[config.mk]
export PLATFORM = sky130hd
export DESIGN_NAME = uwire_eeprom_ctl
export DESIGN_NICKNAME = d
export VERILOG_FILES = /design/src/rtl/uwire_eeprom_ctl.sv
export SDC_FILE = /design/constraint.sdc
export NUM_CORES = 1
export LEC_CHECK = 0
export CORE_ASPECT_RATIO = 1.75
export CORE_MARGIN = 1
export CORE_UTILIZATION = 55
export CTS_BUF_LIST = sky130_fd_sc_hd__clkbuf_8
export DETAILED_ROUTE_END_ITERATION = 8
export PLACE_DENSITY = 0.83
export SLEW_MARGIN = 20
export SYNTH_ARGS = -nofsm -noshare
export SYNTH_HDL_FRONTEND = slang
export SYNTH_SLANG_ARGS = --single-unit
[constraint.sdc]
create_clock -name clk -period 7.1 [get_ports clk]
set_input_delay 0.71 -clock clk [delete_from_list [all_inputs] [get_ports clk]]
set_output_delay 0.71 -clock clk [all_outputs]
set_load 0.1 [all_outputs]
[src/rtl/uwire_eeprom_ctl.sv]
module uwire_eeprom_ctl #(
  parameter int CLK_DIV     = 8,
  parameter int CS_LOW_MIN  = 50,
  parameter int TIMEOUT_CYC = 3_750_000
) (
  input  logic        clk,
  input  logic        rst_n,
  input  logic        cmd_wr,
  input  logic [2:0]  cmd_op,
  input  logic [6:0]  cmd_addr,
  input  logic        data_wr,
  input  logic [7:0]  data_in,
  output logic [7:0]  data_reg,
  output logic        busy,
  output logic        timeout,
  output logic        load_done,
  output logic        mac_loaded,
  output logic [47:0] mac_addr,
  output logic        ee_cs,
  output logic        ee_sk,
  output logic        ee_do,
  input  logic        ee_di
);
  localparam int DW = $clog2(CLK_DIV + 1);
  localparam int TW = $clog2(TIMEOUT_CYC + CS_LOW_MIN + CLK_DIV + 1);
  localparam logic [2:0] OP_READ = 3'd0, OP_EWDS = 3'd1, OP_EWEN = 3'd2, OP_WRITE = 3'd3,
                         OP_WRAL = 3'd4, OP_ERASE = 3'd5, OP_ERAL = 3'd6, OP_RELOAD = 3'd7;

  typedef enum logic [1:0] {S_IDLE, S_SHIFT, S_GAP, S_POLL} st_t;
  st_t st;

  logic [DW-1:0] div;
  logic [TW-1:0] tmr;
  logic [17:0]   frame;
  logic [4:0]    bitn;
  logic          long_f, need_poll, rl_act;
  logic [2:0]    opr, rl_idx;
  logic [7:0]    rx;

  function automatic logic [17:0] mkframe(input logic [2:0] op, input logic [6:0] a,
                                          input logic [7:0] d);
    case (op)
      OP_READ, OP_RELOAD: mkframe = {3'b110, a, 8'h00};
      OP_WRITE:           mkframe = {3'b101, a, d};
      OP_ERASE:           mkframe = {3'b111, a, 8'h00};
      OP_WRAL:            mkframe = {3'b100, 7'b0100000, d};
      OP_ERAL:            mkframe = {3'b100, 7'b1000000, 8'h00};
      OP_EWEN:            mkframe = {3'b100, 7'b1100000, 8'h00};
      default:            mkframe = {3'b100, 7'b0000000, 8'h00};
    endcase
  endfunction

  logic       accept, gap_done, rl_next, launch, tick, last, poll_ok, poll_to;
  logic [2:0] l_op;
  logic [6:0] l_addr;
  logic [17:0] l_frame;

  assign busy     = (st != S_IDLE);
  assign accept   = (st == S_IDLE) && cmd_wr;
  assign gap_done = (st == S_GAP) && (tmr == TW'(CS_LOW_MIN - 1));
  assign rl_next  = gap_done && !need_poll && rl_act;
  assign launch   = accept || rl_next;
  assign l_op     = accept ? cmd_op : OP_READ;
  assign l_addr   = accept ? ((cmd_op == OP_RELOAD) ? 7'd0 : cmd_addr) : {4'd0, rl_idx};
  assign l_frame  = mkframe(l_op, l_addr, data_reg);
  assign tick     = (div == DW'(CLK_DIV - 1));
  assign last     = (st == S_SHIFT) && tick && ee_sk && (bitn == (long_f ? 5'd17 : 5'd9));
  assign poll_ok  = (st == S_POLL) && ee_di && (tmr >= TW'(CLK_DIV));
  assign poll_to  = (st == S_POLL) && (tmr == TW'(TIMEOUT_CYC - 1));

  always_ff @(posedge clk or negedge rst_n) begin
    if (!rst_n) begin
      st <= S_IDLE;  div <= '0;  tmr <= '0;  frame <= '0;  bitn <= '0;
      long_f <= 1'b0;  need_poll <= 1'b0;  rl_act <= 1'b0;  opr <= '0;  rl_idx <= '0;
      rx <= '0;  data_reg <= '0;  timeout <= 1'b0;  load_done <= 1'b0;
      mac_loaded <= 1'b0;  mac_addr <= '0;  ee_cs <= 1'b0;  ee_sk <= 1'b0;  ee_do <= 1'b0;
    end else begin
      div <= (st == S_SHIFT && !tick && !launch) ? div + 1'b1 : '0;
      tmr <= ((st == S_GAP || st == S_POLL) && !gap_done && !poll_ok && !poll_to)
             ? tmr + 1'b1 : '0;

      if (data_wr && st == S_IDLE) data_reg <= data_in;

      if (accept) begin
        timeout   <= 1'b0;
        load_done <= 1'b0;
        opr       <= cmd_op;
        need_poll <= (cmd_op == OP_WRITE) || (cmd_op == OP_WRAL) ||
                     (cmd_op == OP_ERASE) || (cmd_op == OP_ERAL);
        rl_act    <= (cmd_op == OP_RELOAD);
        rl_idx    <= '0;
        if (cmd_op == OP_RELOAD) mac_loaded <= 1'b0;
      end

      if (launch) begin
        st     <= S_SHIFT;
        ee_cs  <= 1'b1;
        ee_sk  <= 1'b0;
        bitn   <= '0;
        frame  <= l_frame;
        ee_do  <= l_frame[17];
        long_f <= (l_op == OP_READ) || (l_op == OP_WRITE) ||
                  (l_op == OP_WRAL) || (l_op == OP_RELOAD);
      end else begin
        case (st)
          S_SHIFT: if (tick) begin
            if (!ee_sk) begin
              ee_sk <= 1'b1;
              if (bitn >= 5'd10) rx <= {rx[6:0], ee_di};
            end else begin
              ee_sk <= 1'b0;
              if (last) begin
                ee_cs <= 1'b0;
                ee_do <= 1'b0;
                st    <= S_GAP;
                if (rl_act) begin
                  if (rl_idx == 3'd0) begin
                    if (rx != 8'hA5) rl_act <= 1'b0;
                    else             rl_idx <= 3'd1;
                  end else begin
                    mac_addr[{rl_idx - 3'd1, 3'b000} +: 8] <= rx;
                    if (rl_idx == 3'd6) begin
                      rl_act     <= 1'b0;
                      mac_loaded <= 1'b1;
                      load_done  <= 1'b1;
                    end else rl_idx <= rl_idx + 3'd1;
                  end
                end else if (opr == OP_READ) data_reg <= rx;
              end else begin
                bitn  <= bitn + 5'd1;
                ee_do <= frame[5'd16 - bitn];
              end
            end
          end
          S_GAP: if (gap_done) begin
            if (need_poll) begin
              st        <= S_POLL;
              ee_cs     <= 1'b1;
              need_poll <= 1'b0;
            end else st <= S_IDLE;
          end
          S_POLL: if (poll_ok || poll_to) begin
            ee_cs <= 1'b0;
            st    <= S_GAP;
            if (!poll_ok) timeout <= 1'b1;
          end
          default: ;
        endcase
      end
    end
  end
endmodule

==> run summary, run 1 <==
Run status - finished, violations left
Violated checks - design-rule violations
Remaining design rule violation count - 7
Post-CTS Setup Repair Bufs - 0
Vias - 5,034
Clock tree from TritonCTS - yes
Number of instances in the synthesized netlist - 634
Sw power - 0.00106 W
Detail-routed net length per standard cell - 18.4 µm
Initial drt markers - 357
Global router's overall resource usage - 27.0%
Maximum fanout along the worst path - 9
Category of the worst setup path capture point - flop
Standby leakage power - 3.56 nW
Area of the core - 11,600 µm²
Switching portion of total power - 40.3%
Buffers on Ports - 85
Most area-hungry cell type in the Yosys netlist - dfrtp_1
Die span in y - 147 µm
Global-route wire length before repair - 26,000 µm
Final period util - 45.7%
Post-synthesis instance area - 6610 µm²
Number of max-cap violations - 0
Number of flip-flops and latches in the synthesized netlist - 130
Starting density of the core - 56.8%
Number of clock sinks seen by CTS - 130
Remaining global-route overflow - 0
Final antenna diode count - 0
Number of enable flip-flop cells after synthesis - 0
Number of distinct library cells after synthesis - 62
Number of top-level pins - 86
Max stage delay on crit path - 0.69 ns
Number of flip-flops in the largest register - 48
Synthesized Nets - 676
Post-layout min period - 3.25 ns
Peak VDD IR - 0.000172 V
Least-Margin Pin Slew - 1.07 ns
Sequential share of the synthesized area - 49.2%
Worst path arrival time - 3.61 ns
Share of synthesized flip-flops with an asynchronous set or reset - 100%
Commonest cells in the netlist - 130 x dfrtp_1, 70 x nand2_1, 54 x nor2_1
Most flops, register - mac_addr
Growth of design area from synthesis to finish - 20.6%
Root buf cell - clkbuf_8
Full die area - 12,500 µm²
Internal Pwr Total - 0.00157 W
Final Slew Violations - 0
Final setup fails - 0
Achievable frequency - 308 MHz
Finished layout cell area - 7970 µm²
Power density over the cells - 330 nW/µm²
Sum of negative setup slack - 0 ns
Remaining antenna violation count - 0
Most common cell in the synthesized netlist - dfrtp_1
Combinational share of power - 35.8%
Main flop type after synthesis - dfrtp_1
Cell Chain, Critical Path - inv_1 > ha_1 > xnor2_1 > ha_1 > nand2_1 > nor3_1 > or3b_2 > mux2i_1
Cell count after placement - 831
Total number of H-tree levels - 4
Relative slew slack - 28.4%
Count of yosys warnings during synthesis - 0
Gates resized, CTS repair - 0
Largest net degree at the start of global routing - 84
Clock insertion delay at the later pin of the skew report - 0.45 ns
Fraction of post-synthesis cell area in the top cell type by area - 49.2%
Share of power burned in registers - 38.0%
Die X-Extent - 84.9 µm
Routed wire length - 15,900 µm
Total placed instance area - 7530 µm²
Hold Buf Count CTS - 0
Site row count - 52
Most area-consuming cells after synthesis - dfrtp_1 49%, mux2i_1 8.0%, mux2_2 6.5%, nand2_1 4.0%, ha_1 3.6%
Synthesized area per cell - 10.4 µm²
Share of total power in the clock network - 26.1%
Total clock buffers created by CTS - 17
Worst-path clk slew - 0.08 ns
Routed via count divided by cell count - 5.83
Master of the slowest instance on the critical path - nor3_1
Hold Vio Cnt, Final - 0
Worst Path Class, Setup - reg -> reg
Clock buffer depth - 2
Via count of the first global-routing pass - 5,232
Critical Path Most Common Cell - ha_1
Registers with the highest flip-flop counts - mac_addr x48, tmr x22, frame x18
Worst reg2reg setup slack - 3.85 ns
Setup repair after global routing missed its margin - no
Layout Nets - 757
Largest clock skew in the final design - 0.0137 ns
Startpoint Class - flop
Fraction of final layout cells with drive strength greater than 1 - 11.8%
Worst hold path class - in -> async
Pre-Repair DR Iteration Count - 9
Data required time of the critical path - 7.47 ns
Final cell count without fillers - 863
Antenna violations before repair - 0
Routability congestion estimate from global placement - 0.902
Post-DP HPWL - 11,100 µm
==> layout by cell type, fill, tap and decap left out, drive strengths merged, types with 5 or more instances in the layout <==
| master | n |
|---|---|
| nand2 | 70 |
| and3 | 6 |
| nor4 | 10 |
| nor3 | 14 |
| xor2 | 5 |
| a21oi | 20 |
| nand3 | 16 |
| nor2 | 54 |
| ha | 19 |
| inv | 52 |
| dfrtp | 130 |
| o21ai | 8 |
| nand2b | 6 |
| xnor2 | 26 |
| nand4 | 7 |
| clkinv | 7 |
| nor2b | 5 |
| clkdlybuf4s50 | 84 |
| clkbuf | 18 |
| mux2i | 53 |
| and2 | 12 |
| nand3b | 5 |
| mux2 | 39 |
==> kinds of logic after synthesis <==
kind of cell	Yosys count	share of synthesized area [%]
adders and majority gates	19	3.60
DFF	130	49.2
muxes	92	14.7
and+or+nand+nor	228	17.6
buffers and inverters	76	4.58
xor gates and xnor gates	31	4.11
AOI/OAI and AO/OA	58	6.21
==> stage by stage <==
| stage | setup WS (ns) | util (%) | power [W] | hold slack [ns] |
|---|---|---|---|---|
| 2_1_floorplan | 4.34 | - | 0.00171 | 0.414 |
| 4_1_cts | 3.88 | 68.4 | 0.00264 | 0.281 |
| 5_1_grt | 3.64 | 68.5 | 0.00277 | 0.311 |
| 3_5_place_dp | 3.69 | 64.7 | 0.00195 | 0.451 |
| 3_3_place_gp | 3.92 | 64.7 | 0.00192 | 0.448 |
| 6_report | 3.85 | 68.5 | 0.00263 | 0.265 |
==> worst max-delay path, delay by kind of cell (launching register included) <==
kind                     cells  cell delay (ns)
AND/OR/NAND/NOR              3             1.42
adder cells (fa/ha/maj)      2             0.68
flip-flops                   1             0.51
XOR/XNOR                     1             0.16
multiplexers                 1             0.23
buffers and inverters        1             0.17
==> per-layer routing <==
| metal | vias up | routed length [µm] | GRT usage, % |
|---|---|---|---|
| met5 | - | 0 | 0 |
| met4 | 0 | 384 | 11.1 |
| met3 | 32 | 756 | 6.46 |
| met2 | 149 | 8820 | 49.2 |
| met1 | 2517 | 5890 | 29.7 |
| li1 | 2336 | - | - |
==> power by group through the flow <==
stage                     logic [W]  registers (W)  clock network, W
after CTS                  0.000945       0.000999          0.000698
final                      0.000944        0.00100          0.000689
after global routing        0.00102        0.00102          0.000727
after floorplan            0.000543        0.00117                 0
after detailed placement   0.000940        0.00101                 0
after global placement     0.000911        0.00100                 0
==> cell type report <==
cell class / count / area, µm²
clock inverters: 14 / 189
well taps: 135 / 169
clock buffers: 18 / 248
flip-flops and latches: 130 / 3250
inverters: 51 / 191
fillers: 858 / 3670
repair buffers: 87 / 867
multi-input cells: 428 / 3060
==> path summary, 6_finish.rpt <==
kind,from,end,depth (start not counted)
setup / recovery,rl_idx[0],mac_addr[35],8
hold / removal,rst_n,div[0],1
setup reg to reg,rl_idx[0],mac_addr[35],8
hold reg to reg,div[0],div[0],1
max in group asynchronous,rst_n,data_reg[7],2
min in group clk,div[0],div[0],1
Note: power is estimated with default switching activity, not from simulation.
==> inputs of run 2 (changes only) <==
Settings changed: CORE_UTILIZATION 55 to 52, PLACE_DENSITY 0.83 to 0.82.
Clock period 7.1 ns to 2.8 ns, I/O delays scaled along.
==> run 2 against run 1 <==
The flow now finishes without violations. Via count up 0.24%. Critical path depth down 3. Core utilization down 4.2 points. Sequential cell count unchanged. Non-clock buffer count up 18. Critical path type unchanged. Largest cell class unchanged.
==> run summary, run 2 (synthesized netlist as in run 1, its figures left out) <==
Run status - finished clean
Final setup fails - 0 (unchanged)
Total placed instance area - 7580 µm² (+0.65%)
Setup repair after global routing missed its margin - no
Full die area - 13,200 µm² (+5.7%)
Registers with the highest flip-flop counts - mac_addr x48, tmr x22, frame x18
Worst Path Class, Setup - reg -> reg
Most common cell after layout, fill and taps aside - dfrtp_1
Power density over the cells - 829 nW/µm² (+150%)
Routed wire length - 15,300 µm (-3.4%)
Area of combinational cells with multiple inputs - 3060 µm² (unchanged)
Routability congestion estimate from global placement - 0.865 (-4.1%)
Cell count after placement - 881 (+6.0%)
Pre-Repair DR Iteration Count - 4 (-5)
Detail-routed net length per standard cell - 16.8 µm (-8.8%)
Relative slew slack - 52.4% (+24 points)
Die X-Extent - 87.2 µm (+2.8%)
Final period util - 93.4% (+48 points)
Number of top-level pins - 86 (unchanged)
Master of the slowest instance on the critical path - dfrtp_1
Remaining antenna violation count - 0 (unchanged)
Via count of the first global-routing pass - 5,257 (+0.48%)
Category of the worst setup path capture point - flop
Largest net degree at the start of global routing - 53 (-37%)
Site row count - 54 (+3.8%)
Remaining design rule violation count - 0 (-7)
Vias - 5,046 (+0.24%)
Share of the core filled with cells - 64.3% (-4.2 points)
Buffers on Ports - 85 (unchanged)
Sum of negative setup slack - 0 ns (unchanged)
Largest clock skew in the final design - 0.00933 ns (-0.00440 ns)
Gates resized, CTS repair - 0 (unchanged)
Layout Nets - 775 (+2.4%)
Critical R2R Capture - mac_addr[9]
Worst hold path class - in -> async
Hold Vio Cnt, Final - 0 (unchanged)
Depth of the most critical reg-to-reg path - 5 (-3)
Worst-path clk slew - 0.08 ns (about the same)
Fraction of final layout cells with drive strength greater than 1 - 22.4% (+11 points)
Worst reg2reg path startpoint - bitn[3]
Global-route wire length before repair - 25,100 µm (-3.4%)
Peak VDD IR - 0.000410 V (+140%)
Number of clock sinks seen by CTS - 130 (unchanged)
Remaining global-route overflow - 0 (unchanged)
Initial drt markers - 319 (-11%)
Most frequent cells in the layout - 130 x dfrtp_1, 80 x buf_4, 70 x nand2_1
Filler cell count - 1,000 (+17%)
Finished layout cell area - 7990 µm² (+0.27%)
Antenna violations before repair - 0 (unchanged)
Number of max-cap violations - 0 (unchanged)
Hold Buf Count CTS - 1 (+1)
Storage element area - 3250 µm² (unchanged)
Routed via count divided by cell count - 5.52 (-5.4%)
Total clock buffers created by CTS - 17 (unchanged)
Post-DP HPWL - 11,000 µm (-0.27%)
Final antenna diode count - 0 (unchanged)
Total number of H-tree levels - 4 (unchanged)
Least-Margin Pin Slew - 0.714 ns (-0.361 ns)
Clock tree from TritonCTS - yes
Global router's overall resource usage - 25.0% (-2.0 points)
Achievable frequency - 382 MHz (+24%)
Clock insertion delay at the later pin of the skew report - 0.44 ns (about the same)
Standby leakage power - 3.75 nW (+5.2%)
Startpoint Class - flop
Starting density of the core - 53.2% (-3.6 points)
Growth of design area from synthesis to finish - 20.9%
Cell Chain, Critical Path - or3b_4 > a2111oi_4 > and2_1 > nand4_2 > mux2_2
Post-layout min period - 2.62 ns (-0.632 ns)
Maximum fanout along the worst path - 8 (-1)
Final Slew Violations - 0 (unchanged)
Max stage delay on crit path - 0.50 ns (-0.19 ns)
Data required time of the critical path - 3.13 ns (-4.34 ns)
Worst reg2reg setup slack - 0.18 ns (-3.67 ns)
Post-CTS Setup Repair Bufs - 0 (unchanged)
Area of the core - 12,400 µm² (+6.7%)
Clock buffer depth - 2 (unchanged)
Die span in y - 151 µm (+2.8%)
Number of flip-flops in the largest register - 48 (unchanged)
Worst path arrival time - 2.94 ns (-0.67 ns)
Final cell count without fillers - 914 (+5.9%)
Root buf cell - clkbuf_8
Most flops, register - mac_addr
==> run 2: area by class of cell <==
| class | count | area share [%] |
|---|---|---|
| multi-input cells | 428 | 38.2 |
| clock buffers | 18 | 3.10 |
| inverters | 51 | 2.39 |
| repair buffers | 105 | 11.0 |
| clock inverters | 14 | 1.94 |
| flip-flops and latches | 130 | 40.7 |
| well taps | 168 | 2.63 |
==> run 2: routing by layer <==
metal	vias up	GRT usage (%)	share of wire, %
li1	2362	-	-
met1	2508	29.2	39
met2	146	43.8	54
met3	30	5.50	3.8
met4	0	10.4	2.4
met5	-	0	0
==> run 2: how the worst max path moves through the flow <==
stage                        end  slack (ns)      start  depth (start not counted)
finish               mac_addr[9]        0.18    bitn[3]                          5
CTS                 mac_addr[10]        0.21    bitn[3]                          5
floorplan           mac_addr[32]        0.04  rl_idx[0]                          9
global placement       frame[14]        0.31     cmd_wr                         10
detailed placement     frame[13]        0.13     cmd_wr                         10
global route        mac_addr[12]        0.04     div[0]                          6
==> run 2: metrics by stage <==
stage,hold slack (ns),worst slack (ns),total power [W]
global placement,0.365,0.308,0.00495
global route,0.454,0.0421,0.00698
CTS,0.413,0.213,0.00665
detailed placement,0.372,0.132,0.00503
floorplan,-0.0156,0.0433,0.00434
finish,0.431,0.184,0.00663
==> run 2: critical path, delay by kind of cell, from the launching register on <==
family / cells / cell delay (ns)
AOI/OAI and AO/OA: 1 / 0.48
DFF: 1 / 0.50
and+or+nand+nor: 3 / 1.17
muxes: 1 / 0.37
==> run 2: power by group <==
group / leakage (nW) / internal, W / switching (W)
clock: 0.188 / 0.000823 / 0.000791
combinational: 1.82 / 0.000874 / 0.00161
sequential: 1.74 / 0.00218 / 0.000349
total: 3.75 / 0.00387 / 0.00275
==> inputs of run 3 (changes only) <==
==> constraint.sdc (replaced) <==
create_clock -name clk -period 2.8 [get_ports clk]
set_input_delay 0.56 -clock clk [delete_from_list [all_inputs] [get_ports clk]]
set_output_delay 0.56 -clock clk [all_outputs]
set_load 0.1 [all_outputs]
==> run 3 against run 2 <==
Sequential share of layout area is 0.34 points lower. First-iteration DRC count is 16% lower. Via count is 0.36% higher. Sequential power is 2% lower. Largest cell class unchanged. Critical endpoint is now frame[13]. Highest routed layer unchanged. Clock power is 9% higher. Combinational power is 3% higher. Maximum frequency is 2.2% higher. Routed wire length is 4.6% higher. Critical path depth is 1 higher. Non-clock buffer count is 6 higher. Global-route usage is 1.2 points higher.
==> run summary, run 3 (synthesized netlist as in run 1, its figures left out) <==
Clock buffer depth - 2 (unchanged)
Post-layout min period - 2.56 ns (-0.0555 ns)
Root buf cell - clkbuf_8
Share of total power in the clock network - 25.9% (+1.5 points)
Vias - 5,064 (+0.36%)
Number of clock sinks seen by CTS - 130 (unchanged)
Number of top-level pins - 86 (unchanged)
Hold Vio Cnt, Final - 0 (unchanged)
Remaining antenna violation count - 0 (unchanged)
Routed wire length - 16,000 µm (+4.6%)
Hold Buf Count CTS - 0 (-1)
Data required time of the critical path - 3.13 ns (about the same)
Full die area - 13,200 µm² (unchanged)
Registers with the highest flip-flop counts - mac_addr x48, tmr x22, frame x18
Die X-Extent - 87.2 µm (unchanged)
Total power - 0.00681 W (+2.8%)
Final cell count without fillers - 920 (+0.66%)
Gates resized, CTS repair - 0 (unchanged)
Switching portion of total power - 40.5% (-1.1 points)
Fraction of final layout cells with drive strength greater than 1 - 23.1% (+0.75 points)
Most frequent cells in the layout - 130 x dfrtp_1, 88 x buf_4, 70 x nand2_1
Routability congestion estimate from global placement - 0.895 (+3.5%)
Most flops, register - mac_addr
Clock insertion delay at the later pin of the skew report - 0.45 ns (about the same)
Total number of H-tree levels - 4 (unchanged)
Detail-routed net length per standard cell - 17.4 µm (+4.0%)
Post-DP HPWL - 11,600 µm (+5.4%)
Global router's overall resource usage - 26.2% (+1.2 points)
Share of power burned in registers - 36.6% (-1.5 points)
Growth of design area from synthesis to finish - 21.9%
Final antenna diode count - 0 (unchanged)
Setup repair after global routing missed its margin - no
Routed via count divided by cell count - 5.50 (-0.30%)
Standby leakage power - 3.80 nW (+1.4%)
Post-CTS Setup Repair Bufs - 0 (unchanged)
Worst path arrival time - 2.89 ns (-0.05 ns)
Global-route wire length before repair - 26,100 µm (+4.0%)
Share of the core filled with cells - 64.8% (+0.54 points)
Depth of the most critical reg-to-reg path - 6 (+1)
Startpoint Class - flop
Achievable frequency - 391 MHz (+2.2%)
Final setup fails - 0 (unchanged)
Layout Nets - 781 (+0.77%)
Worst hold path class - in -> async
Worst reg2reg path startpoint - tmr[14]
Remaining global-route overflow - 0 (unchanged)
Total clock buffers created by CTS - 17 (unchanged)
Critical path launch point - tmr[14]
Die span in y - 151 µm (unchanged)
Pre-Repair DR Iteration Count - 5 (+1)
Least-Margin Pin Slew - 0.628 ns (-0.0861 ns)
Number of flip-flops in the largest register - 48 (unchanged)
Site row count - 54 (unchanged)
Antenna violations before repair - 0 (unchanged)
Largest clock skew in the final design - 0.0100 ns (+0.000713 ns)
Category of the worst setup path capture point - flop
Area of the core - 12,400 µm² (unchanged)
Most common cell after layout, fill and taps aside - dfrtp_1
Cell count after placement - 888 (+0.79%)
Internal Pwr Total - 0.00405 W (+4.7%)
Final period util - 91.5% (-2.0 points)
Buffers on Ports - 85 (unchanged)
Combinational share of power - 37.5% (about the same)
Starting density of the core - 53.2% (unchanged)
Number of max-cap violations - 0 (unchanged)
Maximum fanout along the worst path - 9 (+1)
Via count of the first global-routing pass - 5,376 (+2.3%)
Remaining design rule violation count - 0 (unchanged)
Power density over the cells - 845 nW/µm² (+2.0%)
Critical R2R Capture - frame[13]
Clock tree from TritonCTS - yes
Worst reg2reg setup slack - 0.24 ns (+0.06 ns)
Final Slew Violations - 0 (unchanged)
Largest net degree at the start of global routing - 59 (+11%)
Worst Path Class, Setup - reg -> reg
Run status - finished clean
Relative slew slack - 57.6% (+5.2 points)
Worst-path clk slew - 0.08 ns (about the same)
Sw power - 0.00276 W (+0.21%)
Peak VDD IR - 0.000540 V (+32%)
Initial drt markers - 269 (-16%)
[run 3: cell count changes in the layout (fill, tap and decap cells not counted)]
cell and delta:
inv_6 +1, bufinv_16 +2, clkinvlp_4 -3, clkinv_2 +1, clkbuf_8 -1, buf_12 -1, dlygate4sd3_1 -1, buf_4 +8
[run 3: critical path, cell delays in order, from the launching register on]
cell	delay, ns
dfrtp_1	0.42
nor4_1	0.30
nand2_1	0.19
nor4_1	0.43
buf_4	0.21
a41o_1	0.49
mux2_2	0.40
[run 3: final cells by class]
type,instances,area [µm²]
multi-input combinational,428,3060
clock inverter,15,206
timing repair buffer,111,911
tap,168,210
clock buffer,17,234
inverter,51,191
sequential,130,3250
fill,990,4370
[run 3: power groups by stage]
stage / registers, W / clock network [W] / logic (W)
2_1_floorplan: 0.00296 / 0 / 0.00138
3_3_place_gp: 0.00250 / 0 / 0.00247
3_5_place_dp: 0.00253 / 0 / 0.00254
4_1_cts: 0.00249 / 0.00179 / 0.00255
5_1_grt: 0.00254 / 0.00187 / 0.00275
6_report: 0.00249 / 0.00176 / 0.00256
[run 3: worst max path at each step]
stage	slack, ns	to	depth (start not counted)
floorplan	0.04	mac_addr[32]	9
global placement	0.07	frame[14]	10
detailed placement	-0.13	frame[13]	10
CTS	0.24	mac_addr[37]	8
global route	0.03	mac_addr[37]	8
finish	0.24	frame[13]	6
[run 3: per-stage QoR]
stage / instance area (µm²) / setup TNS (ns) / worst slack (ns) / hold slack [ns]
global route: 8060 / 0 / 0.0323 / 0.0287
detailed placement: 7620 / -0.233 / -0.132 / 0.459
floorplan: 6610 / 0 / 0.0433 / 0.264
global placement: 7620 / 0 / 0.0686 / 0.439
CTS: 8060 / 0 / 0.244 / 0.0130
finish: 8060 / 0 / 0.239 / 0.0202
[run 3: metal layers]
| metal | global-route usage [%] | wire (µm) | vias up | share of wire, % |
|---|---|---|---|---|
| met3 | 6.27 | 704 | 30 | 4.4 |
| met5 | 0 | 0 | - | 0 |
| met2 | 48.1 | 8950 | 143 | 56 |
| li1 | - | - | 2369 | - |
| met1 | 28.4 | 5980 | 2522 | 37 |
| met4 | 10.6 | 386 | 0 | 2.4 |
